## config.mk

```make
export PLATFORM = sky130hd
export DESIGN_NAME = osd_pos_timing
export DESIGN_NICKNAME = d
export VERILOG_FILES = /design/src/rtl/osd_pos_pkg.sv /design/src/rtl/osd_sync_edge.sv /design/src/rtl/osd_hwin.sv /design/src/rtl/osd_vwin.sv /design/src/rtl/osd_pos_timing.sv
export SDC_FILE = /design/constraint.sdc
export NUM_CORES = 1
export LEC_CHECK = 0
export BUFFER_PORTS_ARGS = -buffer_cell sky130_fd_sc_hd__buf_2
export CORE_MARGIN = 2
export CORE_UTILIZATION = 50
export CTS_CLUSTER_DIAMETER = 60
export CTS_CLUSTER_SIZE = 14
export DETAILED_ROUTE_END_ITERATION = 8
export PLACE_DENSITY = 0.68
export REMOVE_ABC_BUFFERS = 1
export SYNTH_ARGS = -nofsm -noshare
export SYNTH_HDL_FRONTEND = slang
export SYNTH_SLANG_ARGS = --single-unit
```

## constraint.sdc

```tcl
create_clock -name clk -period 2.3 [get_ports clk]
set_input_delay 0.46 -clock clk [delete_from_list [all_inputs] [get_ports clk]]
set_output_delay 0.46 -clock clk [all_outputs]
set_load 0.005 [all_outputs]
```

## src/rtl/osd_pos_pkg.sv

```systemverilog
package osd_pos_pkg;
  localparam int CELL_W   = 12;
  localparam int CELL_H   = 18;
  localparam int STEP_LG  = 2;
  localparam int POS_W    = 6;
endpackage

```

## src/rtl/osd_sync_edge.sv

```systemverilog
module osd_sync_edge (
  input  logic clk,
  input  logic rst_n,
  input  logic sync_in,
  input  logic pol,
  output logic act,
  output logic onset
);
  logic [1:0] sr;
  logic       act_q;

  always_ff @(posedge clk or negedge rst_n) begin
    if (!rst_n) begin
      sr    <= 2'b00;
      act_q <= 1'b1;
    end else begin
      sr    <= {sr[0], sync_in};
      act_q <= act;
    end
  end

  assign act   = pol ? sr[1] : ~sr[1];
  assign onset = act & ~act_q;

  AST_ONSET_SINGLE: assert property (@(posedge clk) disable iff (!rst_n)
    onset |=> !onset);
endmodule

```

## src/rtl/osd_hwin.sv

```systemverilog
module osd_hwin
  import osd_pos_pkg::*;
#(
  parameter int COLS = 8,
  parameter int HCW  = 10,
  parameter int CW   = 3
) (
  input  logic             clk,
  input  logic             rst_n,
  input  logic             hs_act,
  input  logic             hs_on,
  input  logic             dot_en,
  input  logic [POS_W-1:0] h_start,
  output logic             hwin,
  output logic [CW-1:0]    col,
  output logic [3:0]       dot
);
  logic [HCW-1:0] hcnt;
  logic [HCW-1:0] hbase;
  logic           tick;

  assign hbase = HCW'({h_start, {STEP_LG{1'b0}}});
  assign tick  = dot_en & ~hs_act;

  always_ff @(posedge clk or negedge rst_n) begin
    if (!rst_n) begin
      hcnt <= '0;
      hwin <= 1'b0;
      col  <= '0;
      dot  <= '0;
    end else if (hs_on) begin
      hcnt <= '0;
      hwin <= 1'b0;
      col  <= '0;
      dot  <= '0;
    end else if (tick) begin
      if (hcnt != '1) hcnt <= hcnt + 1'b1;
      if (hcnt == hbase) begin
        hwin <= 1'b1;
        col  <= '0;
        dot  <= '0;
      end else if (hwin) begin
        if (dot == 4'(CELL_W - 1)) begin
          dot <= '0;
          if (col == CW'(COLS - 1)) hwin <= 1'b0;
          else col <= col + 1'b1;
        end else begin
          dot <= dot + 1'b1;
        end
      end
    end
  end

  AST_DOT_RANGE: assert property (@(posedge clk) disable iff (!rst_n)
    dot <= 4'(CELL_W - 1));
  AST_HS_CLEARS: assert property (@(posedge clk) disable iff (!rst_n)
    hs_on |=> !hwin);
  AST_HOLD_IN_SYNC: assert property (@(posedge clk) disable iff (!rst_n)
    (hs_act && !hs_on) |=> ($stable(dot) && $stable(col) && $stable(hwin)));
endmodule

```

## src/rtl/osd_vwin.sv

```systemverilog
module osd_vwin
  import osd_pos_pkg::*;
#(
  parameter int ROWS = 2,
  parameter int VCW  = 10,
  parameter int RW   = 1
) (
  input  logic             clk,
  input  logic             rst_n,
  input  logic             vs_on,
  input  logic             hs_on,
  input  logic [POS_W-1:0] v_start,
  input  logic [1:0]       char_height,
  input  logic [1:0]       row_gap,
  output logic             vwin,
  output logic [4:0]       fline,
  output logic [RW-1:0]    row,
  output logic             row_adv
);
  logic [VCW-1:0] vcnt;
  logic [VCW-1:0] vbase;
  logic           vact;
  logic           in_gap;
  logic [1:0]     rep_cnt;
  logic [3:0]     gap_cnt;
  logic [3:0]     gap_len;

  assign vbase   = VCW'({v_start, {STEP_LG{1'b0}}});
  assign gap_len = {row_gap, 2'b00};
  assign vwin    = vact & ~in_gap;

  always_ff @(posedge clk or negedge rst_n) begin
    if (!rst_n) begin
      vcnt    <= '0;
      vact    <= 1'b0;
      in_gap  <= 1'b0;
      rep_cnt <= '0;
      fline   <= '0;
      gap_cnt <= '0;
      row     <= '0;
      row_adv <= 1'b0;
    end else if (vs_on) begin
      vcnt    <= '0;
      vact    <= 1'b0;
      in_gap  <= 1'b0;
      row_adv <= 1'b0;
    end else if (hs_on) begin
      row_adv <= 1'b0;
      if (vcnt != '1) vcnt <= vcnt + 1'b1;
      if (vcnt == vbase) begin
        vact    <= 1'b1;
        in_gap  <= 1'b0;
        rep_cnt <= '0;
        fline   <= '0;
        gap_cnt <= '0;
        row     <= '0;
        row_adv <= 1'b1;
      end else if (vact) begin
        if (in_gap) begin
          if (gap_cnt == gap_len - 1'b1) begin
            in_gap  <= 1'b0;
            row     <= row + 1'b1;
            fline   <= '0;
            rep_cnt <= '0;
            row_adv <= 1'b1;
          end else begin
            gap_cnt <= gap_cnt + 1'b1;
          end
        end else if (rep_cnt == char_height) begin
          rep_cnt <= '0;
          if (fline == 5'(CELL_H - 1)) begin
            fline <= '0;
            if (row == RW'(ROWS - 1)) begin
              vact <= 1'b0;
            end else if (gap_len == 4'd0) begin
              row     <= row + 1'b1;
              row_adv <= 1'b1;
            end else begin
              in_gap  <= 1'b1;
              gap_cnt <= '0;
            end
          end else begin
            fline <= fline + 1'b1;
          end
        end else begin
          rep_cnt <= rep_cnt + 1'b1;
        end
      end
    end else begin
      row_adv <= 1'b0;
    end
  end

  AST_FLINE_RANGE: assert property (@(posedge clk) disable iff (!rst_n)
    fline <= 5'(CELL_H - 1));
  AST_VS_CLEARS: assert property (@(posedge clk) disable iff (!rst_n)
    vs_on |=> !vwin);
  AST_ADV_PULSE: assert property (@(posedge clk) disable iff (!rst_n)
    row_adv |=> !row_adv);
  AST_ADV_ON_LINE: assert property (@(posedge clk) disable iff (!rst_n)
    row_adv |-> $past(hs_on));
endmodule

```

## src/rtl/osd_pos_timing.sv

```systemverilog
module osd_pos_timing
  import osd_pos_pkg::*;
#(
  parameter  int COLS = 8,
  parameter  int ROWS = 2,
  parameter  int HCW  = 10,
  parameter  int VCW  = 10,
  localparam int CW   = (COLS > 1) ? $clog2(COLS) : 1,
  localparam int RW   = (ROWS > 1) ? $clog2(ROWS) : 1
) (
  input  logic          clk,
  input  logic          rst_n,
  input  logic          hsync_in,
  input  logic          vsync_in,
  input  logic          hs_pol,
  input  logic          vs_pol,
  input  logic          dot_en,
  input  logic [5:0]    h_start,
  input  logic [5:0]    v_start,
  input  logic [1:0]    char_height,
  input  logic [1:0]    row_gap,
  output logic          disp_act,
  output logic [CW-1:0] col_idx,
  output logic [3:0]    dot_idx,
  output logic [4:0]    font_line,
  output logic [RW-1:0] row_idx,
  output logic          row_adv
);
  logic hs_act, hs_on, vs_act, vs_on;
  logic hwin, vwin;

  osd_sync_edge u_hs (
    .clk(clk), .rst_n(rst_n), .sync_in(hsync_in), .pol(hs_pol),
    .act(hs_act), .onset(hs_on)
  );

  osd_sync_edge u_vs (
    .clk(clk), .rst_n(rst_n), .sync_in(vsync_in), .pol(vs_pol),
    .act(vs_act), .onset(vs_on)
  );

  osd_hwin #(.COLS(COLS), .HCW(HCW), .CW(CW)) u_hwin (
    .clk(clk), .rst_n(rst_n), .hs_act(hs_act), .hs_on(hs_on),
    .dot_en(dot_en), .h_start(h_start),
    .hwin(hwin), .col(col_idx), .dot(dot_idx)
  );

  osd_vwin #(.ROWS(ROWS), .VCW(VCW), .RW(RW)) u_vwin (
    .clk(clk), .rst_n(rst_n), .vs_on(vs_on), .hs_on(hs_on),
    .v_start(v_start), .char_height(char_height), .row_gap(row_gap),
    .vwin(vwin), .fline(font_line), .row(row_idx), .row_adv(row_adv)
  );

  assign disp_act = hwin & vwin;

  AST_VS_KILLS_ACT: assert property (@(posedge clk) disable iff (!rst_n)
    vs_on |=> !disp_act);
  AST_NOT_IN_SYNC: assert property (@(posedge clk) disable iff (!rst_n)
    (hs_act && !hs_on && !vs_act) |=> ($stable(disp_act) || !disp_act));
endmodule

```

# Yosys cells after proc, flatten, opt, wreduce, memory -nomap -nowiden
# Index checks and enable logic that the tools add are counted.
totals:
  output_inout_bits: 15
  ff_bits: 49
  wordCells: 151
  inputBits: 23
op_classes:
  n_mux: 80
  eq_ne: 14
  add_sub_neg: 9
  bitwise: 12
  n_reduce_logical: 20
op_table:
  columns: ["cell", "n"]
  rows:
  - ["$mux 10", 6]
  - ["$mux 4", 13]
  - ["$mux 1", 44]
  - ["$mux 5", 6]
  - ["$add 10x1->10 const B", 2]
  - ["$eq 10x8->1", 2]
  - ["$ne 10x10->1 const B", 2]
  - ["$mux 3", 6]
  - ["$reduce_bool 3->1", 5]
  - ["$mux 2", 5]
  - ["$reduce_bool 2->1", 5]
  - ["$ne 3x3->1 const B", 3]
  - ["$add 4x1->4 const B", 2]
  - ["$reduce_and 2->1", 4]
  - ["$reduce_and 4->1", 2]
  - ["$reduce_and 8->1", 1]
  - ["$not 1->1", 7]
  - ["$reduce_and 6->1", 1]
  - ["$add 5x1->5 const B", 1]
  - ["$and 1x1->1", 5]
  - ["$eq 5x5->1 const B", 1]
  - ["$reduce_and 5->1", 1]
  - ["$eq 4x4->1", 1]
  - ["$eq 4x4->1 const B", 1]
  - ["9 further kinds", 9]

# Depth between registers and ports, before layout
depth:
  ltp_word: 10
  ltp_mapped: 8
  depth_no_buf: 8

# Modules after synthesis
# Synthesis repeated with hierarchy kept, for this count alone.
hier_totals:
  hier_cells: 304
  area_unflattened_um2: 2945.3
by_module_without_submodules:
  columns: ["module", "instances", "cells_per_inst", "area_each_um2", "seq_area_each_um2"]
  rows:
  - ["osd_vwin", 1, 180, 1665.3, 625.6]
  - ["osd_hwin", 1, 113, 1086.0, 450.4]
  - ["osd_sync_edge", 2, 5, 93.8, 76.3]
  - ["osd_pos_timing", 1, 1, 6.3, 0.0]

# Worst setup path after synthesis
# Ideal clock, no wire load.
synth_timing:
  path_kind: "input to register"
  start: "input port row_gap[0]"
  end: "register u_vwin.fline[3]"
  path_buffers: 0
  setup_slack_ns: 0.340
  t_arrival_ns: 1.834
  required_ns: 2.175
  path_stages: 8
  setup_time_ns: 0.125
  path_cell_list: "inv_1 -> ha_1 -> xor2_1 -> and3_1 -> and3_1 -> o31ai_4 -> or2_4 -> o21ai_1"
synth_between:
  elab_chain_len: 4
synth_rtl:
  columns: ["element", "line_no", "source"]
  rows:
  - ["start, declared", "osd_pos_timing.sv:21", "input logic [1:0] row_gap,"]
  - ["$sub 4x1->4", "osd_vwin.sv:60", "if (gap_cnt == gap_len - 1'b1) begin"]
  - ["$eq 4x4->1", "osd_vwin.sv:60", null]
  - ["$ne 3x3->1 (no source line)", null, null]
  - ["$reduce_and 5->1 (no source line)", null, null]
  - ["end signal, assigned", "osd_vwin.sv:83", "fline <= fline + 1'b1;"]
  - ["end, declared", "osd_vwin.sv:16", "output logic [4:0] fline,"]
# No other way between the ends.
# A chain may end at the register's enable or synchronous reset.

# Worst setup path after layout
layout_timing:
  start: "register u_vwin.fline[1]"
  end: "register u_vwin.gap_cnt[0]"
layout_between:
  elab_chain_len: 3
layout_rtl:
  columns: ["element", "line_no", "source"]
  rows:
  - ["$eq 5x5->1", "osd_vwin.sv:71", "if (fline == 5'(CELL_H - 1)) begin"]
  - ["$reduce_bool 3->1 (no source line)", null, null]
  - ["$reduce_and 8->1 (no source line)", null, null]
  - ["end signal, assigned", "osd_vwin.sv:67", "gap_cnt <= gap_cnt + 1'b1;"]
  - ["end, declared", "osd_vwin.sv:25", "logic [3:0] gap_cnt;"]
# No other way between the ends.

==> impl_metrics.ini <==
[worst_setup_path]
cp_slowest_stage_delay_ns = 0.42
critPathLaunchType = register
endpoint_kind = register
path_cells = inv_1 > ha_1 > and4bb_2 > nand2_1 > nor3_1 > o21a_1 > o21ai_0 > a22o_1
arrival_ns = 2.18
critPathMaxFanout = 5
cp.required_ns = 2.50
cp_slowest_cell = dfrtp_1
crit_type = reg2reg

[synth]
ys_async_sr_fraction_pct = 100.0
synthDistinctLibCells = 57
synth_warnings = 0
ys_seq_elements = 49
synthFlopType = dfrtp_1
netlist_area_um2 = 2830
synth-edff-count = 0
syn-instance-count = 302
syn_area_per_cell_um2 = 9.372
ys_seq_area_share_pct = 43.41

[detailed_routing]
vias_per_cell = 5.336
drt_iter0_drc = 113
vias = 2241
wl_met2_mm = 2.504
antenna_left = 0
topRoutingLayerUsed = met4
first_pass_iters = 4
wl_met1_mm = 2.633
wl_mm = 5.398
met3WireLength_um = 185
drc_errors = 0
wl_per_cell_um = 12.85

[power_and_ir_drop]
p_total_mw = 1.855
power_leakage_nw = 1.536
switching_share_pct = 28.96
p_switching_mw = 0.5371
p_seq_share_pct = 54.3
power.share.clock_pct = 27.4
powerDensity_nw_per_um2 = 572.5
intPower_mw = 1.317
comb_power_share_pct = 18.3
ir_drop_v = 0.0002836

[clock_network]
clk_pin_slew_ns = 0.09
clk_latency_ns = 0.30
cts_htree_levels = 2
cts.sinks = 49
cts-resized-gates = 0
root_buffer = clkbuf_8
cts_buffers = 5
cts.hold.buffers_added = 0
post_cts_buffers = 0
clockBufferDepth = 2
cts_tree = built

[placement]
io_buffers = 37
dpl.hpwl_mm = 4.020
place.gp.congestion = 0.8902
dp.cells = 413
place_area_um2 = 3153

[timing]
fin_crit_ns = 1.979
tightest_slew_ns = 0.4887
finalSetupViolations = 0
fin_tns_setup_ns = 0
period_share_pct = 86.05
grt_setup_unrepaired = no
finalClockSkew_ns = 0.009150
drv_slew = 0
max_freq_mhz = 505.3
max_slew_margin_pct = 67.28
hold_viol = 0

[floorplan]
die_area_um2 = 6278
initial_core_util_pct = 51.71
rows = 27
core_um2 = 5473
ios = 38
die_h_um = 79.24
die_w_um = 79.24

[finish]
drive_above_1_share_pct = 20.11
areaGrowthSynthToFinish_pct = 14.46
design_area_um2 = 3239
n_antenna_cell = 0
finalNetCount = 382
stdcell_count = 420

[run]
cap_violations = 0

[global_route]
grt_pass1_wl_mm = 9.190
grt_usage_pct = 18.41
overflow = 0
grt_max_degree = 50
grt_pass1_vias = 2054
antenna_found_initial = 0

[outcome]
status = finished clean

[min_path]
min_path_type = in2async
-- cell type report --
class / instances / area, um2
multi-input combinational: 226 / 1498
fill: 491 / 2233
timing repair buffer: 45 / 257.7
tap: 72 / 90.09
inverter: 21 / 78.83
sequential: 49 / 1229
clock buffer: 7 / 86.33
-- cell usage in the layout, fill, tap and decap left out, types with 3 or more instances in the layout --
cell      count
nand4_1       6
nor2_1       36
and3_1        7
xor2_1       14
buf_2        37
nand2_1      27
dfrtp_1      47
nand2b_1      4
nand3_1      12
o21ai_0      21
inv_1        20
buf_4         7
a21oi_1      10
ha_1         11
o21ai_1       3
o31ai_1       3
xnor2_1      18
nor3b_1       3
nor3_1        7
a22o_1        4
clkbuf_8      6
-- synthesized netlist by cell type, types with 6 or more instances --
library cell,count,area [um2]
inv_1,20,75.07
a21oi_1,10,50.05
nor3_1,7,35.03
xor2_1,14,122.6
and3_1,7,43.79
o21ai_0,21,105.1
nand4_1,6,37.54
ha_1,11,137.6
dfrtp_1,47,1176
xnor2_1,18,157.7
nand2_1,27,101.4
nor2_1,36,135.1
nand3_1,12,60.06
-- path summary, 6_finish.rpt --
kind / end / cells after the start / slack, ns / from
worst min-delay path: u_vwin.fline[4] / 2 / 0.13 / rst_n
worst max-delay path: u_vwin.gap_cnt[0] / 8 / 0.32 / u_vwin.fline[1]
worst min register to register: u_hs.sr[1] / 0 / 0.35 / u_hs.sr[0]
worst max register to register: u_vwin.gap_cnt[0] / 8 / 0.32 / u_vwin.fline[1]
max in group asynchronous: u_hs.act_q / 2 / 1.88 / rst_n
min in group clk: u_vs.sr[0] / 1 / 0.26 / vsync_in
-- through the flow --
step	util (%)	setup WS (ns)	hold slack (ns)
5_1_grt	59.19	0.1353	0.1520
4_1_cts	59.19	0.2964	0.1419
6_report	59.19	0.3210	0.1274
2_1_floorplan	-	0.2959	0.1644
3_3_place_gp	57.61	0.1446	0.3391
3_5_place_dp	57.61	0.07445	0.3388
-- worst max-delay path: cells and delay by family, from the launching register on --
kind            cells  cell delay, ns
flops               1            0.42
fa+ha+maj           1            0.13
simple gates        3            0.74
compound gates      3            0.52
buf+inv             1            0.07
-- power groups by stage --
stage / clock network (mW) / logic, mW / registers, mW
after floorplan: 0 / 0.233 / 1.01
after global placement: 0 / 0.336 / 1.02
after global routing: 0.562 / 0.395 / 1.02
after detailed placement: 0 / 0.342 / 1.02
final: 0.508 / 0.339 / 1.01
after CTS: 0.526 / 0.344 / 1.01
-- logic make-up (layout without fill, tap and decap cells) --
family | count (synthesis) | in the layout | synth area share [%]
AOI/OAI and AO/OA | 61 | 61 | 15.16
xor gates and xnor gates | 33 | 33 | 10.48
adders and majority gates | 11 | 11 | 4.863
buffers and inverters | 27 | 73 | 3.669
DFF | 49 | 49 | 43.41
muxes | 3 | 3 | 1.282
and+or+nand+nor | 118 | 118 | 21.13
-- layer usage --
metal,up-vias,track usage (%)
met5,-,0
met4,0,5.690
met3,7,3.295
met2,45,29.66
met1,1044,25.27
li1,1145,-
-- registers in the layout (all words and copies together) (netlist names), 2 cells and up --
| signal | flops |
|---|---|
| u_hs.sr | 2 |
| u_hwin.col | 3 |
| u_hwin.dot | 4 |
| u_hwin.hcnt | 10 |
| u_vs.sr | 2 |
| u_vwin.fline | 5 |
| u_vwin.gap_cnt | 4 |
| u_vwin.rep_cnt | 2 |
| u_vwin.vcnt | 10 |
No activity file was read; power rests on OpenSTA's default activity.
